===== src/rtl/card_slot_regs.sv =====
module card_slot_regs #(
  parameter int ADDR_W = 4,
  parameter int DATA_W = 32,
  parameter logic [DATA_W-1:0] ID_CODE = 32'h4103_4003,
  parameter logic [DATA_W-1:0] DECODE_CODE = 32'h0000_0011,
  parameter int WP_BIT = 0,
  parameter int CARD_BIT = 3
) (
  input  logic              clk,
  input  logic              rst_n,
  input  logic [ADDR_W-1:0] reg_addr,
  input  logic              reg_wr,
  input  logic [DATA_W-1:0] reg_wdata,
  output logic [DATA_W-1:0] reg_rdata,
  input  logic              wp_level,
  input  logic              card_level,
  output logic              card_irq
);
  localparam logic [ADDR_W-1:0] A_ID     = ADDR_W'(0);
  localparam logic [ADDR_W-1:0] A_PROG   = ADDR_W'(1);
  localparam logic [ADDR_W-1:0] A_STATUS = ADDR_W'(2);
  localparam logic [ADDR_W-1:0] A_DECODE = ADDR_W'(3);

  logic [1:0] wp_sync, card_sync;
  logic       inserted;
  logic       clr_req;

  always_ff @(posedge clk or negedge rst_n) begin
    if (!rst_n) begin
      wp_sync   <= '0;
      card_sync <= '0;
    end else begin
      wp_sync   <= {wp_sync[0], wp_level};
      card_sync <= {card_sync[0], card_level};
    end
  end

  assign clr_req = reg_wr && (reg_addr == A_STATUS) && reg_wdata[CARD_BIT];

  always_ff @(posedge clk or negedge rst_n) begin
    if (!rst_n) inserted <= 1'b0;
    else        inserted <= card_sync[1] | (inserted & ~clr_req);
  end

  assign card_irq = inserted;

  always_comb begin
    reg_rdata = '0;
    case (reg_addr)
      A_ID:     reg_rdata = ID_CODE;
      A_PROG:   reg_rdata = '0;
      A_STATUS: begin
        reg_rdata[WP_BIT]   = wp_sync[1];
        reg_rdata[CARD_BIT] = inserted;
      end
      A_DECODE: reg_rdata = DECODE_CODE;
      default:  reg_rdata = '0;
    endcase
  end
endmodule


===== config.mk =====
export PLATFORM = sky130hd
export DESIGN_NAME = card_slot_regs
export DESIGN_NICKNAME = d
export VERILOG_FILES = /design/src/rtl/card_slot_regs.sv
export SDC_FILE = /design/constraint.sdc
export NUM_CORES = 1
export LEC_CHECK = 0
export BUFFER_PORTS_ARGS = -buffer_cell sky130_fd_sc_hd__buf_2
export CAP_MARGIN = 20
export CORE_MARGIN = 10
export CORE_UTILIZATION = 23
export DETAILED_ROUTE_END_ITERATION = 8
export PLACE_DENSITY = 0.83
export SLEW_MARGIN = 10
export SYNTH_ARGS = -nofsm -noshare
export SYNTH_HDL_FRONTEND = slang
export SYNTH_SLANG_ARGS = --single-unit

===== constraint.sdc =====
create_clock -name clk -period 0.87 [get_ports clk]
set_input_delay 0.087 -clock clk [delete_from_list [all_inputs] [get_ports clk]]
set_output_delay 0.087 -clock clk [all_outputs]
set_load 0.01 [all_outputs]

==> impl_metrics.env, run 1 <==
export IMPL_cts_tree="done"
export IMPL_reg2reg_from="card_sync[1]$_DFF_PN0_"
export IMPL_final_net_count=111
export IMPL_grt_pass1_vias=367
export IMPL_min_path_type="input port to flip-flop"
export IMPL_ys_seq_area_share_pct=30.7
export IMPL_intPower_uw=481
export IMPL_post_place_ws_ns=-0.0960
export IMPL_setup_violations=9
export IMPL_dieArea_sq_um=3860
export IMPL_drive_above_1_share_pct=44.9
export IMPL_syn_avg_cell_area_sq_um=9.06
export IMPL_grt_max_degree=7
export IMPL_cts_root_buf="clkbuf_4"
export IMPL_grt_usage_pct=5.39
export IMPL_violations="negative setup slack"
export IMPL_cts_buffers=3
export IMPL_netlist_area_sq_um=408
export IMPL_post_route_period_util_pct=123
export IMPL_worstSetupStartpoint="wp_sync[1]$_DFF_PN0_"
export IMPL_antennaDiodeCount=0
export IMPL_wirelength_mm=1.08
export IMPL_crit_arrival_ns=0.98
export IMPL_syn_inst=45
export IMPL_fin_ws_ns=-0.197
export IMPL_end_kind="output port"
export IMPL_power_uw=686
export IMPL_portBuffers=19
export IMPL_worstSetupStartpointType="flip-flop"
export IMPL_grt_overflow_total=0
export IMPL_grt_pass1_wl_mm=1.63
export IMPL_worst_endpoint_required_ns=0.78
export IMPL_p_leak_uw=0.000312
export IMPL_area_delta_synth_final_pct=34.0
export IMPL_drc_errors=0
export IMPL_design_area_sq_um=547
export IMPL_hold_viol_final=0
export IMPL_outcome="finished, violations left"
export IMPL_setup_tns_ns=-0.557
export IMPL_row_count=15
export IMPL_synth_cell_types=13
export IMPL_htree_levels=1
export IMPL_r2r_cells=2
export IMPL_switchingPower_uw=205
export IMPL_cts_sinks=5
export IMPL_clkTransAtPathRegs_ns=0.05
export IMPL_clk_latency_ns=0.25
export IMPL_vias_per_cell=3.24
export IMPL_die_height_microns=62.1
export IMPL_dr_pass1_iters=2
export IMPL_hold_ws_ns=0.148
export IMPL_min_delay_path_depth=2
export IMPL_cap_violations=0
export IMPL_num_io_pins=74
export IMPL_crit_type="flip-flop to output port"
export IMPL_ant_nets=0
export IMPL_vias=305
export IMPL_placed_area_sq_um=433
export IMPL_ir_worst_vdd_mv=0.832
export IMPL_fin_crit_ns=1.07
export IMPL_wire_per_inst_microns=11.5
export IMPL_gp_congestion=0.752
export IMPL_drt_iter0_drc=1
export IMPL_fin_skew_ns=0.00465
export IMPL_clockPowerShare_pct=40.7
export IMPL_rsz0062_at_grt="true"
export IMPL_antenna_found_initial=0
export IMPL_start_util_pct=23.9
export IMPL_powerDensity_nw_per_um2=1250
export IMPL_seqPwrFrac_pct=36.0
export IMPL_hpwl_microns=893
export IMPL_synth_seq_cells=5
export IMPL_yosysWarnings=0
export IMPL_crit_fanout=1
export IMPL_clk_path_buf_depth=2
export IMPL_core_area_sq_um=1710
export IMPL_swShare_pct=29.9
export IMPL_dieWidth_microns=62.1
export IMPL_slew_viol_final=0
export IMPL_max_freq_ghz=0.937
export IMPL_hold_path_startpoint="reg_addr[1]"
export IMPL_combPwrFrac_pct=23.3
metrics by stage:
step	cells	utilization, %
finish	94	32.0
global route	94	32.0
CTS	94	31.1
detailed placement	85	25.3
global placement	85	25.3
floorplan	67	-
critical path, stage by stage (launching register included):
cell	delay (ns)
dfrtp_1	0.36
nand2b_4	0.13
o2bb2ai_2	0.11
buf_2	0.13
power by group through the flow:
stage,Clock [uW],Combinational [uW],Sequential (uW)
2_1_floorplan,0,153,249
3_3_place_gp,0,119,250
3_5_place_dp,0,121,251
4_1_cts,291,146,247
5_1_grt,298,176,248
6_report,279,160,247
cell type report:
cell class / count / area [sq um]
Fill cell: 173 / 1160
Clock buffer: 4 / 26.3
Multi-Input combinational cell: 34 / 183
Tap cell: 25 / 31.3
Sequential cell: 5 / 125
Timing Repair Buffer: 26 / 181
path summary, 6_finish.rpt:
check / slack, ns / endpoint
worst max-delay path: -0.20 / reg_rdata[0]
min in group asynchronous: 0.19 / card_irq$_DFF_PN0_
worst min-delay path: 0.15 / card_irq$_DFF_PN0_
max in group asynchronous: 0.55 / card_sync[1]$_DFF_PN0_
worst min register to register: 0.34 / wp_sync[1]$_DFF_PN0_
worst max register to register: 0.08 / card_irq$_DFF_PN0_
cell usage in the layout, fill, tap and decap left out:
cell type / synthesis / final
conb_1: 1 / 23
buf_2: 0 / 16
dfrtp_1: 5 / 5
buf_6: 0 / 5
clkbuf_4: 0 / 3
dlygate4sd3_1: 0 / 3
nor2_1: 2 / 2
buf_4: 28 / 2
or2_4: 0 / 1
nor3_4: 0 / 1
nand2_1: 1 / 1
nor3_2: 1 / 1
nand2b_4: 0 / 1
o2bb2ai_2: 0 / 1
and3b_1: 1 / 1
a31oi_1: 1 / 1
and3_1: 1 / 1
clkbuf_1: 0 / 1
cell usage after synthesis:
library cell,number,share of area [%]
a31oi_1,1,1.5
and3_1,1,1.5
and3b_1,1,2.1
buf_4,28,52
conb_1,1,0.92
dfrtp_1,5,31
nand2_1,1,0.92
nand2b_1,1,1.5
nor2_1,2,1.8
nor3_1,1,1.2
nor3_2,1,2.5
o2bb2ai_1,1,2.1
or2_1,1,1.5
flip-flops by register name, summed over array words and instances (netlist names):
name,flops
card_irq,1
wp_sync,2
card_sync,2
timing repair:
item | CTS | global route
gates resized for setup | 5 | 3
hold buffers | 3 | 0
setup endpoints to repair | 9 | 10
buffers inserted | 2 | 0
hold endpoints to repair | 7 | 0
pin swaps | 3 | 3
routing by layer:
layer	wire, microns	track usage, %	vias up
met5	0	0	-
met4	42	6.00	0
met3	244	4.84	4
met2	453	7.69	35
met1	343	4.07	128
li1	-	-	138
cells by family after synthesis:
| kind of cell | synth area share (%) |
|---|---|
| compound gates | 3.68 |
| buf+inv | 51.5 |
| flops | 30.7 |
| other cells | 0.919 |
| simple gates | 13.2 |
(Power assumes the default switching activity.)
==> inputs of run 2 (changes only) <==
--- a/config.mk
+++ b/config.mk
@@ -7,7 +7,6 @@
 export LEC_CHECK = 0
 export BUFFER_PORTS_ARGS = -buffer_cell sky130_fd_sc_hd__buf_2
 export CAP_MARGIN = 20
-export CORE_MARGIN = 10
 export CORE_UTILIZATION = 23
 export DETAILED_ROUTE_END_ITERATION = 8
 export PLACE_DENSITY = 0.83
==> constraint.sdc (replaced) <==
create_clock -name clk -period 0.87 [get_ports clk]
set_input_delay 0.087 -clock clk [delete_from_list [all_inputs] [get_ports clk]]
set_output_delay 0.087 -clock clk [all_outputs]
set_load 0.02 [all_outputs]
==> run 2 against run 1 <==
- the flow finishes with violations (design-rule violations, negative setup slack)
- wire length is 23% lower
- worst setup slack improved by 0.0044 ns
- worst hold slack improved by 0.012 ns
- highest routed layer unchanged
- register-to-register slack barely moved
- final cell count shrank 7.4%
==> impl_metrics.env, run 2 (synthesis gave the netlist of run 1 again) <==
export IMPL_outcome="finished, violations left"
export IMPL_violations="design-rule violations, negative setup slack"
export IMPL_core_area_sq_um=1580
export IMPL_fin_skew_ns=0.00202
export IMPL_r2r_cells=2
export IMPL_r2r_setup_slack_ns=0.07
export IMPL_multi_input_area_sq_um=183
export IMPL_dp_cells=77
export IMPL_drive_above_1_share_pct=46.5
export IMPL_cp_slowest_cell="dfrtp_1"
export IMPL_hold_viol_final=0
export IMPL_wirelength_microns=832
export IMPL_p_leak_uw=0.000329
export IMPL_vias_per_cell=3.68
export IMPL_cts_tree="done"
export IMPL_hold_ws_ns=0.160
export IMPL_htree_levels=1
export IMPL_fillers=161
export IMPL_dr_pass1_iters=6
export IMPL_clkTransAtPathRegs_ns=0.05
export IMPL_placed_area_sq_um=432
export IMPL_min_delay_path_depth=2
export IMPL_clk_path_buf_depth=2
export IMPL_wire_per_inst_microns=9.56
export IMPL_design_area_sq_um=603
export IMPL_grt_pass1_wl_mm=1.28
export IMPL_vias=320
export IMPL_hpwl_microns=578
export IMPL_ant_nets=0
export IMPL_start_util_pct=25.9
export IMPL_setup_violations=10
export IMPL_drt_iter0_drc=8
export IMPL_end_kind="output port"
export IMPL_rr_endpoint="card_irq$_DFF_PN0_"
export IMPL_min_path_type="input port to flip-flop"
export IMPL_worst_endpoint_required_ns=0.78
export IMPL_post_place_ws_ns=-0.0988
export IMPL_gp_congestion=0.714
export IMPL_cap_violations=0
export IMPL_hold_path_startpoint="reg_addr[1]"
export IMPL_crit_arrival_ns=0.98
export IMPL_crit_fanout=1
export IMPL_slew_viol_final=0
export IMPL_max_freq_ghz=0.941
export IMPL_die_height_microns=44.1
export IMPL_grt_usage_pct=9.39
export IMPL_path_cells="nand2b_4, o2bb2ai_2, buf_6"
export IMPL_max_stage_delay_ns=0.35
export IMPL_ir_worst_vdd_mv=0.787
export IMPL_final_cell_mix="conb_1, buf_6, buf_2"
export IMPL_powerDensity_nw_per_um2=1250
export IMPL_area_delta_synth_final_pct=47.9
export IMPL_layoutNonFillerInstCount=87
export IMPL_dieWidth_microns=44.1
export IMPL_whs_endpoint="card_irq$_DFF_PN0_"
export IMPL_grt_max_degree=7
export IMPL_grt_pass1_vias=297
export IMPL_final_net_count=113
export IMPL_dieArea_sq_um=1950
export IMPL_clk_latency_ns=0.24
export IMPL_reg2reg_from="card_sync[1]$_DFF_PN0_"
export IMPL_crit_type="flip-flop to output port"
export IMPL_antennaDiodeCount=0
export IMPL_row_count=14
export IMPL_final_common_cell="conb_1"
export IMPL_cts_root_buf="clkbuf_4"
export IMPL_worstSetupStartpointType="flip-flop"
export IMPL_seqCellArea_sq_um=125
export IMPL_cts_buffers=3
export IMPL_antenna_found_initial=0
export IMPL_drc_errors=5
export IMPL_post_route_period_util_pct=122
export IMPL_cts_sinks=5
export IMPL_num_io_pins=74
export IMPL_grt_overflow_total=0
export IMPL_rsz0062_at_grt="true"
export IMPL_setup_tns_ns=-0.976
export IMPL_portBuffers=19
export IMPL_fin_crit_ns=1.06
export IMPL_fin_ws_ns=-0.193
[run 2: cell types whose count changed in the layout (fill, tap and decap cells not counted)]
cell / before / now
buf_6: 5 / 13
buf_4: 2 / 5
buf_2: 16 / 7
[run 2: area by class of cell]
class                           instances  share of cell area [%]
Multi-Input combinational cell         34                    30.3
Sequential cell                         5                    20.7
Clock buffer                            4                    4.36
Timing Repair Buffer                   28                    41.3
Tap cell                               16                    3.32
[run 2: repair_timing]
action / 4_1_cts / 5_1_grt
hold endpoints to repair: 7 / 0
hold buffers: 3 / 0
buffers inserted: 3 / 0
resized for setup: 24 / 1
pin swaps: 0 / 2
endpoints found under the setup margin: 9 / 10
[run 2: worst max path at each step]
stage | from | to | slack (ns) | cells past startpoint
6_report | wp_sync[1]$_DFF_PN0_ | reg_rdata[0] | -0.19 | 3
4_1_cts | wp_sync[1]$_DFF_PN0_ | reg_rdata[0] | -0.20 | 3
2_1_floorplan | reg_addr[3] | reg_rdata[14] | -0.08 | 3
3_5_place_dp | reg_addr[3] | reg_rdata[17] | -0.1 | 4
5_1_grt | wp_sync[1]$_DFF_PN0_ | reg_rdata[0] | -0.23 | 3
3_3_place_gp | reg_addr[3] | reg_rdata[16] | -0.07 | 4
[run 2: critical path: cells and delay by family (launching register included)]
kind,cells,cell delay (ns)
flops,1,0.35
buf+inv,1,0.13
compound gates,1,0.12
simple gates,1,0.13
[run 2: power breakdown]
| group | internal [uW] | leakage, uW | switching (uW) | total (uW) |
|---|---|---|---|---|
| Sequential | 243 | 0.0000555 | 4.13 | 248 |
| Clock | 174 | 0.0000150 | 101 | 275 |
| Combinational | 80.2 | 0.000258 | 149 | 229 |
| Total | 497 | 0.000329 | 254 | 751 |
[run 2: metrics by stage]
stage / util [%] / total power [uW]
2_1_floorplan: - / 460
3_3_place_gp: 27.4 / 426
3_5_place_dp: 27.4 / 431
4_1_cts: 38.0 / 751
5_1_grt: 38.3 / 786
6_report: 38.3 / 751
[run 2: layer usage]
layer | share of wire, % | track usage [%] | vias to the layer above
met1 | 30 | 7.81 | 136
met3 | 14 | 2.86 | 2
li1 | - | - | 142
met4 | 1.6 | 7.27 | 0
met5 | 0 | 0 | -
met2 | 54 | 17.9 | 40
